--- src/rtl/rowhit_pkg.sv ---
package rowhit_pkg;
  localparam int BANK_W = 2;
  localparam int ROW_W  = 12;
  localparam int COL_W  = 9;

  typedef struct packed {
    logic [BANK_W-1:0] bank;
    logic [ROW_W-1:0]  row;
    logic [COL_W-1:0]  col;
    logic              isWrite;
  } cmdEntry_t;

  // strobes passed from control to datapath
  typedef struct packed {
    logic pushEn;
    logic popEn;
    logic hasNewest;
  } qStrobe_t;
endpackage

--- src/rtl/rowHitCtrl.sv ---
module rowHitCtrl
  import rowhit_pkg::*;
#(
  parameter int DEPTH = 8
) (
  input  logic clk,
  input  logic rstN,
  input  logic pushValid,
  input  logic headReady,
  output qStrobe_t strb,
  output logic [((DEPTH > 1) ? $clog2(DEPTH) : 1)-1:0] wrIdx,
  output logic [((DEPTH > 1) ? $clog2(DEPTH) : 1)-1:0] rdIdx,
  output logic [((DEPTH > 1) ? $clog2(DEPTH) : 1)-1:0] lastIdx,
  output logic full,
  output logic empty,
  output logic overflow
);
  localparam int PTR_W = (DEPTH > 1) ? $clog2(DEPTH) : 1;
  localparam int CNT_W = $clog2(DEPTH + 1);
  localparam logic [PTR_W-1:0] LAST_SLOT = PTR_W'(DEPTH - 1);
  localparam logic [CNT_W-1:0] FULL_CNT  = CNT_W'(DEPTH);

  logic [CNT_W-1:0] count;

  function automatic logic [PTR_W-1:0] bump(input logic [PTR_W-1:0] p);
    return (p == LAST_SLOT) ? '0 : p + 1'b1;
  endfunction

  assign full  = (count == FULL_CNT);
  assign empty = (count == '0);

  always_comb begin
    strb.pushEn    = pushValid && !full;
    strb.popEn     = !empty && headReady;
    strb.hasNewest = !empty;
    lastIdx        = (wrIdx == '0) ? LAST_SLOT : wrIdx - 1'b1;
  end

  always_ff @(posedge clk or negedge rstN) begin
    if (!rstN) begin
      wrIdx    <= '0;
      rdIdx    <= '0;
      count    <= '0;
      overflow <= 1'b0;
    end else begin
      if (strb.pushEn) wrIdx <= bump(wrIdx);
      if (strb.popEn)  rdIdx <= bump(rdIdx);
      if (strb.pushEn && !strb.popEn)      count <= count + 1'b1;
      else if (!strb.pushEn && strb.popEn) count <= count - 1'b1;
      if (pushValid && full) overflow <= 1'b1;
    end
  end


  full_empty_chk: assert property (@(posedge clk) disable iff (!rstN)
    !(full && empty));

  fill_not_empty_chk: assert property (@(posedge clk) disable iff (!rstN)
    (strb.pushEn && !strb.popEn) |=> !empty);

  no_overflow_chk: assert property (@(posedge clk) disable iff (!rstN)
    (full && pushValid) |=> overflow);

  overflow_sticky_chk: assert property (@(posedge clk) disable iff (!rstN)
    overflow |=> overflow);
endmodule

--- src/rtl/rowHitData.sv ---
module rowHitData
  import rowhit_pkg::*;
#(
  parameter int DEPTH = 8
) (
  input  logic clk,
  input  logic rstN,
  input  qStrobe_t strb,
  input  logic [((DEPTH > 1) ? $clog2(DEPTH) : 1)-1:0] wrIdx,
  input  logic [((DEPTH > 1) ? $clog2(DEPTH) : 1)-1:0] rdIdx,
  input  logic [((DEPTH > 1) ? $clog2(DEPTH) : 1)-1:0] lastIdx,
  input  cmdEntry_t pushCmd,
  output cmdEntry_t headCmd,
  output logic headHit
);
  cmdEntry_t        slots [DEPTH];
  logic [DEPTH-1:0] hitFlag;
  logic             rowChange;

  // compare against the newest entry as it stands before this cycle's push
  assign rowChange = (slots[lastIdx].bank != pushCmd.bank) ||
                     (slots[lastIdx].row  != pushCmd.row);

  generate
    for (genvar i = 0; i < DEPTH; i++) begin : g_slot
      always_ff @(posedge clk) begin
        if (strb.pushEn && wrIdx == i) slots[i] <= pushCmd;
      end

      always_ff @(posedge clk or negedge rstN) begin
        if (!rstN) begin
          hitFlag[i] <= 1'b1;
        end else if (strb.pushEn && wrIdx == i) begin
          hitFlag[i] <= 1'b1;
        end else if (strb.pushEn && strb.hasNewest && lastIdx == i && rowChange) begin
          hitFlag[i] <= 1'b0;
        end
      end
    end
  endgenerate

  assign headCmd = slots[rdIdx];
  assign headHit = hitFlag[rdIdx];


  head_hold_chk: assert property (@(posedge clk) disable iff (!rstN)
    (strb.hasNewest && !strb.popEn) |=> $stable(headCmd));
endmodule

--- src/rtl/rowHitCmdQueue.sv ---
module rowHitCmdQueue
  import rowhit_pkg::*;
#(
  parameter int DEPTH = 8
) (
  input  logic        clk,
  input  logic        rstN,
  input  logic        pushValid,
  input  logic [1:0]  pushBank,
  input  logic [11:0] pushRow,
  input  logic [8:0]  pushCol,
  input  logic        pushWrite,
  output logic        full,
  output logic        empty,
  output logic        overflow,
  output logic        headValid,
  input  logic        headReady,
  output logic [1:0]  headBank,
  output logic [11:0] headRow,
  output logic [8:0]  headCol,
  output logic        headWrite,
  output logic        headAutoPre
);
  localparam int PTR_W = (DEPTH > 1) ? $clog2(DEPTH) : 1;

  qStrobe_t   strb;
  logic [PTR_W-1:0] wrIdx, rdIdx, lastIdx;
  cmdEntry_t  pushCmd, headCmd;
  logic       headHit;

  assign pushCmd = '{bank: pushBank, row: pushRow, col: pushCol, isWrite: pushWrite};

  rowHitCtrl #(.DEPTH(DEPTH)) uCtrl (
    .clk(clk), .rstN(rstN), .pushValid(pushValid), .headReady(headReady),
    .strb(strb), .wrIdx(wrIdx), .rdIdx(rdIdx), .lastIdx(lastIdx),
    .full(full), .empty(empty), .overflow(overflow)
  );

  rowHitData #(.DEPTH(DEPTH)) uData (
    .clk(clk), .rstN(rstN), .strb(strb), .wrIdx(wrIdx), .rdIdx(rdIdx),
    .lastIdx(lastIdx), .pushCmd(pushCmd), .headCmd(headCmd), .headHit(headHit)
  );

  assign headValid   = !empty;
  assign headBank    = headCmd.bank;
  assign headRow     = headCmd.row;
  assign headCol     = headCmd.col;
  assign headWrite   = headCmd.isWrite;
  assign headAutoPre = headValid && !headHit;
endmodule

--- config.mk ---
export PLATFORM = sky130hd
export DESIGN_NAME = rowHitCmdQueue
export DESIGN_NICKNAME = d
export VERILOG_FILES = /design/src/rtl/rowhit_pkg.sv /design/src/rtl/rowHitCtrl.sv /design/src/rtl/rowHitData.sv /design/src/rtl/rowHitCmdQueue.sv
export SDC_FILE = /design/constraint.sdc
export NUM_CORES = 1
export LEC_CHECK = 0
export BUFFER_PORTS_ARGS = -buffer_cell sky130_fd_sc_hd__buf_2
export CORE_ASPECT_RATIO = 0.8
export CORE_MARGIN = 2
export CORE_UTILIZATION = 43
export CTS_CLUSTER_DIAMETER = 200
export CTS_CLUSTER_SIZE = 14
export DETAILED_ROUTE_END_ITERATION = 16
export PLACE_DENSITY = 0.64
export SLEW_MARGIN = 0
export SYNTH_ARGS = -nofsm -noshare
export SYNTH_HDL_FRONTEND = slang
export SYNTH_SLANG_ARGS = --single-unit
--- constraint.sdc ---
create_clock -name clk -period 8 [get_ports clk]
set_input_delay 0 -clock clk [delete_from_list [all_inputs] [get_ports clk]]
set_output_delay 0 -clock clk [all_outputs]
set_load 0.05 [all_outputs]
## After elaboration in Yosys (flattened, before gate mapping)

Memories as Yosys holds them, arrays and structs flattened.
Cells that the tools add are included.
Widths: inputs -> output; s select.

- Register bits: 19
- Bits in writable memories: 192
- Output and inout port bits: 29
- Memories: 1

Memory list:

| name | depth | width | read ports | clocked after memory_dff | write ports | line | RTL |
|---|---|---|---|---|---|---|---|
| uData.slots | 8 | 24 | 2 | 0 | 1 | rowHitData.sv:16 | `cmdEntry_t slots [DEPTH];` |

- $add $sub $neg: 5
- $lt $le $gt $ge: 1
- Equality and inequality tests: 18
- Multiplexer cells: 60
- Reductions and logical operators: 56

Operators with widths:

| operator | count |
|---|---|
| $mux 24 | 7 |
| $reduce_or 24->1 | 7 |
| $mux 1 | 40 |
| $logic_and 1x1->1 | 31 |
| $mux 3 | 10 |
| $eq 3x3->1 const B | 9 |
| $reduce_bool 2->1 | 9 |
| $eq 3x2->1 const B | 4 |
| $ne 12x12->1 | 1 |
| $mux 4 | 2 |
| $add 3x1->3 const B | 2 |
| $eq 3x1->1 const B | 2 |
| $logic_not 3->1 | 2 |
| $logic_not 1->1 | 5 |
| $add 4x1->4 const B | 1 |
| $eq 4x4->1 const B | 1 |
| $logic_not 4->1 | 1 |
| $lt 3x4->1 const B | 1 |
| $sub 4x1->4 const B | 1 |
| $bmux 1 s3 | 1 |
| $sub 3x1->3 const B | 1 |
| $ne 2x2->1 | 1 |
| $logic_or 1x1->1 | 1 |

## Depth between registers and ports, before layout

- Depth in word-level cells: 14
- Depth in mapped cells: 17
- Depth with buffers taken out: 12

## Cells and area by module

Synthesis repeated with hierarchy kept, for this count alone.

- Cell total of the unflattened synthesis: 525
- Area total of the unflattened synthesis: 9,506.6 µm²

By module, submodules not included:

| module | times used | cells an instance | area an instance (µm²) | sequential area each (µm²) |
|---|---|---|---|---|
| rowHitData | 1 | 457 | 8,755.9 | 5,975.7 |
| rowHitCtrl | 1 | 66 | 743.2 | 275.3 |
| rowHitCmdQueue | 1 | 2 | 7.5 | 0.0 |

## Worst setup path after synthesis

No wires, ideal clock.

- Path type: reg-to-reg
- From: register uCtrl.wrIdx[0] in the netlist's numbering
- To: register uData.hitFlag[0]
- Setup time: 77 ps
- Arrival: 3,543 ps
- Data required time: 7,923 ps
- Slack: 4,380 ps
- Stages on the path, launching flop included: 17
- Buffers on the path: 6
- Period minus slack after synthesis: 3,620 ps
- Path through: dfrtp_1 buf_6 inv_6 buf_6 buf_2 ha_1 buf_4 and2_1 clkbuf_1 a22oi_1 nor2_1 a221oi_1 nor3_1 or4_1 or4_1 buf_6 a31oi_2

- Word-level cells in the longest chain between the ends: 7
- Elaborated cells on any way between the ends: 13
- Classes of those cells: add/sub: 1; eq/ne: 2; mux: 2; reduce/logical: 7; memory: 1

Ends and longest elaborated chain:

| element | line | RTL |
|---|---|---|
| from (decl) | rowHitCtrl.sv:11 | `output logic [((DEPTH > 1) ? $clog2(DEPTH) : 1)-1:0] wrIdx,` |
| from (signal assigned) | rowHitCtrl.sv:46 | `if (strb.pushEn) wrIdx <= bump(wrIdx);` |
| $sub 3x1->3 or $logic_not 3->1 (tied branches) | rowHitCtrl.sv:36, rowHitData.sv:33 |  |
| $mux 3 | rowHitCtrl.sv:36 | `lastIdx = (wrIdx == '0) ? LAST_SLOT : wrIdx - 1'b1;` |
| $mem_v2 8x24 | -- |  |
| $ne 12x12->1 or $ne 2x2->1 (tied branches) | rowHitData.sv:22, rowHitData.sv:21 |  |
| $logic_or 1x1->1 | rowHitData.sv:21 | `assign rowChange = (slots[lastIdx].bank != pushCmd.bank) \|\|` |
| $logic_and 1x1->1 | rowHitData.sv:35 | `end else if (strb.pushEn && strb.hasNewest && lastIdx == i && rowChange) begin` |
| $reduce_bool 2->1 (no line) | -- |  |
| to (signal, indexed assignment) | rowHitData.sv:32 | `hitFlag[i] <= 1'b1;` |
| to (signal, indexed assignment) | rowHitData.sv:34 | `hitFlag[i] <= 1'b1;` |
| to (signal, indexed assignment) | rowHitData.sv:36 | `hitFlag[i] <= 1'b0;` |
| to (decl) | rowHitData.sv:17 | `logic [DEPTH-1:0] hitFlag;` |

Several ways; a longest one is shown, not always the timed one.
A chain may end at the register's enable or synchronous reset.

## Worst setup path in the final report

- From: register uCtrl.wrIdx[0] in the netlist's numbering
- To: register uData.hitFlag[7]

- Word-level cells in the longest chain between the ends: 7
- Elaborated cells on any way between the ends: 14
- Classes of those cells: add/sub: 1; eq/ne: 4; mux: 2; reduce/logical: 6; memory: 1

Ends and longest elaborated chain:

| element | line |
|---|---|
| $sub 3x1->3 or $logic_not 3->1 (tied branches) | rowHitCtrl.sv:36 |
| $mux 3 | rowHitCtrl.sv:36 |
| $mem_v2 8x24 | -- |
| $ne 12x12->1 or $ne 2x2->1 (tied branches) | rowHitData.sv:22, rowHitData.sv:21 |
| $logic_or 1x1->1 | rowHitData.sv:21 |
| $logic_and 1x1->1 | rowHitData.sv:35 |
| $reduce_bool 2->1 (no line) | -- |

Several ways; a longest one is shown, not always the timed one.

==> results.toml <==
[floorplan]
design.die.area_sq_mm = 0.0235
placementRows = 48
ioPinCount = 57
start_util_pct = 44.2
dieHeight_um = 138
die_x_um = 171
core-area_sq_mm = 0.0217

[clock_tree]
cts-buffers-inserted = 19
insertion_delay_ns = 0.50
post-cts-setup-buffer-count = 0
ctsRootBufferMaster = "clkbuf_16"
cts-htree-levels = 1
count_of_hold_buffers_inserted_by_post_cts_repair = 28
tritoncts = "done"
cts.reportedPaths.clkPinSlew_ns = 0.07
cts.sink_count = 211
cts_resized = 0
ctsLongestPathBuffers = 3

[setup_path]
worstSetupStartpointType = "register"
path_common_cell = "or4_1"
r2r_worst_path_depth = 10
crit_arrival_ns = 4.70
crit_slowest_cell = "or4_1"
worstPathCellList = "inv_6 > ha_1 > nand2b_1 > nand2_4 > mux2_4 > a221oi_1 > nor3_1 > or4_1 > or4_1 > a2bb2oi_2"
setup.worst_path.end_class = "register"
cpPeakStageDelay_ns = 0.79
critPathRequiredTime_ns = 8.43
criticalPathCategory = "register to register"
worst-path-max-fanout = 24

[logic_synthesis]
syn_std_cell_area_sq_mm = 0.00960
synthSimpleGateAreaFrac_pct = 4.05
syn-mean-instance-area_sq_um = 17.9
yosys.cell_types.count = 55
synth_seq_cells = 211
edff_count_synth = 192
sequential_element_share_of_the_synthesized_area_pct = 65.1
post_synth_fa_ha_maj_area_fraction_pct = 1.77
synthArstFlopShare_pct = 9.00
post_synthesis_cell_type_with_the_largest_combined_area = "edfxtp_1"
proportion_of_synthesized_area_in_mux_cells_pct = 20.1
leading_register_cell_type_out_of_synthesis = "edfxtp_1"
synth_compound_area_share_pct = 5.25
synthXorXnorAreaFrac_pct = 1.46
synth_nets = 578
yosys-top-cells-area = "edfxtp_1 60%, mux4_2 15%, mux2_2 3.3%"
synthesis.yosys.warnings = 0
synth_cells = 537
synth_largest_type_area_fraction_pct = 60.1
synth_top_family_by_area = "multiplexers"

[timing]
timing.final.crit_period_ns = 4.27
report.final.slew_viol_count = 0
relSlewSlack_pct = 25.6
finalCritPeriodShare_pct = 53.3
timing.fmax_mhz = 234
grt_setup_unrepaired = "no"
worst-slew-pin-transition_ns = 1.12
setup_tns_ns = 0
finalSetupViolations = 0
skew_ns = 0.0141
final-hold-violation-count = 0

[global_routing]
grt-ovfl-total = 0
grt_antenna_before_repair = 0
grt_max_degree = 54
grt_pass1_wl_mm = 33.2
vias_in_the_first_global_route = 5578
groute.usage.overall_pct = 19.0

[min_path]
worstHoldPathType = "input pin to async pin"

[pwr]
power.density_mw_per_mm2 = 416
post-layout-total-power_uw = 4580
static-leakage-power_uw = 0.00377
power.ir.vdd_worst_v = 0.000220

[placed_design]
port_buffers = 56
detailed_place_hpwl_mm = 12.6
gp_congestion = 0.797

[detailed_routing]
drt_iter0_drc = 397
drt_drc_violations_left = 0
drtPass1Iterations = 5
route.detailed.vias_per_inst = 5.75
detail_route.wl_per_cell_um = 23.1
antenna_left = 0
detail_route.wirelength_mm = 21.6
dr_total_vias = 5375

[run]
max_capacitance_violation_count = 0

[finish]
n_antenna_cell = 0
finish.net_count = 662
drive_above_1_share_pct = 31.9
layout-area-overhead-vs-synth_pct = 14.7

[run_status]
outcome = "complete, no violations"
==> cell usage after synthesis (3+ instances only) <==
master,n
mux2i_1,13
a221oi_1,3
nor2b_1,3
dfstp_2,8
and3_1,8
nand2b_1,5
xnor2_1,12
a22o_1,3
a31oi_1,5
nand3_1,4
a21oi_2,3
o21ai_0,16
ha_1,12
nor2_1,18
nor3_1,6
buf_1,6
dfrtp_1,11
mux4_2,64
a21oi_1,8
a22oi_1,3
xor2_1,4
buf_6,5
mux2_2,28
a2bb2oi_2,4
clkbuf_1,17
edfxtp_1,192
inv_1,10
a21o_1,7
nand2_1,24
a32oi_1,3
==> layout by cell type (no fill, tap or decap), types with 3 or more instances in the layout <==
cell / count
buf_2: 56
ha_1: 12
a22o_1: 3
a32oi_1: 3
edfxtp_1: 192
dfrtp_1: 9
a2bb2oi_2: 4
a21o_1: 7
nand3_1: 4
o21ai_0: 16
clkbuf_16: 19
xnor2_1: 12
dlygate4sd3_1: 28
nand2_1: 24
a21oi_1: 8
clkbuf_1: 13
mux4_2: 64
a221oi_1: 3
mux2_2: 28
dfstp_2: 8
a31oi_1: 5
mux2i_1: 13
and3_1: 8
nor2b_1: 3
a21oi_2: 3
nand2b_1: 5
nor3_1: 6
inv_1: 10
xor2_1: 4
nor2_1: 17
a22oi_1: 3
buf_4: 11
==> state kept, by name, summed over array words and instances (netlist names) <==
name and cells:
uCtrl.overflow 1, uCtrl.rdIdx 3, uCtrl.wrIdx 3, uData.hitFlag 8, uData.slots 192, uCtrl.count 4
==> critical path, delay by kind of cell, from the launching register on <==
kind	cells	cell delay, ns
flip-flops	1	0.43
buffers and inverters	1	0.25
adder cells (fa/ha/maj)	1	0.32
AO/OA/AOI/OAI	2	0.57
multiplexers	1	0.33
AND/OR/NAND/NOR	5	2.27
==> area by class of cell <==
type | instances | area [sq um]
clock buffer | 32 | 524
clock inverter | 2 | 25.0
fill | 1822 | 10700
inverter | 12 | 50.0
multi-input combinational | 282 | 3130
sequential | 211 | 6260
tap | 300 | 375
timing repair buffer | 95 | 643
==> kinds of logic after synthesis <==
kind of cell | Yosys count
AOI/OAI and AO/OA | 68
xor gates and xnor gates | 16
adders and majority gates | 13
buffers and inverters | 44
DFF | 211
muxes | 107
and+or+nand+nor | 78
==> power by group <==
group | switching [uW] | total, uW | internal [uW] | leakage (uW)
Sequential | 174 | 1580 | 1410 | 0.00195
Clock | 391 | 842 | 451 | 0.000261
Combinational | 1290 | 2160 | 869 | 0.00156
Total | 1850 | 4580 | 2730 | 0.00377
==> per-stage QoR <==
step                cells  utilization (%)  hold WS [ns]  instance area [sq um]  setup slack, ns
floorplan             537                -        -0.296                   9600             4.38
global placement      872             46.8       -0.0417                  10200             3.83
detailed placement    872             46.8       -0.0250                  10200             3.76
CTS                   934             50.6        0.0883                  11000             3.71
global route          934             50.6         0.133                  11000             3.52
finish                934             50.6        0.0999                  11000             3.73
==> worst paths after layout <==
| path | startpoint | to | slack (ns) |
|---|---|---|---|
| worst max-delay path | uCtrl.wrIdx[0]$_DFFE_PN0P_ | uData.hitFlag[7]$_DFFE_PN1P_ | 3.73 |
| worst min-delay path | rstN | uData.hitFlag[2]$_DFFE_PN1P_ | 0.1 |
| worst max register to register | uCtrl.wrIdx[0]$_DFFE_PN0P_ | uData.hitFlag[7]$_DFFE_PN1P_ | 3.73 |
| worst min register to register | uCtrl.overflow$_DFFE_PN0P_ | uCtrl.overflow$_DFFE_PN0P_ | 0.45 |
| max in group asynchronous | rstN | uCtrl.rdIdx[0]$_DFFE_PN0P_ | 6.86 |
| min in group clk | pushCol[1] | uData.slots[5][2]$_DFFE_PP_ | 0.30 |
==> layer usage <==
metal  global-route usage, %  vias up  wire (um)
met2                    31.2      185      10400
met5                       0        -          0
met4                    4.99        0        491
met1                    26.4     2807       9370
met3                    3.22       32       1260
li1                        -     2351          -
Power figures use the tool's default switching activity.
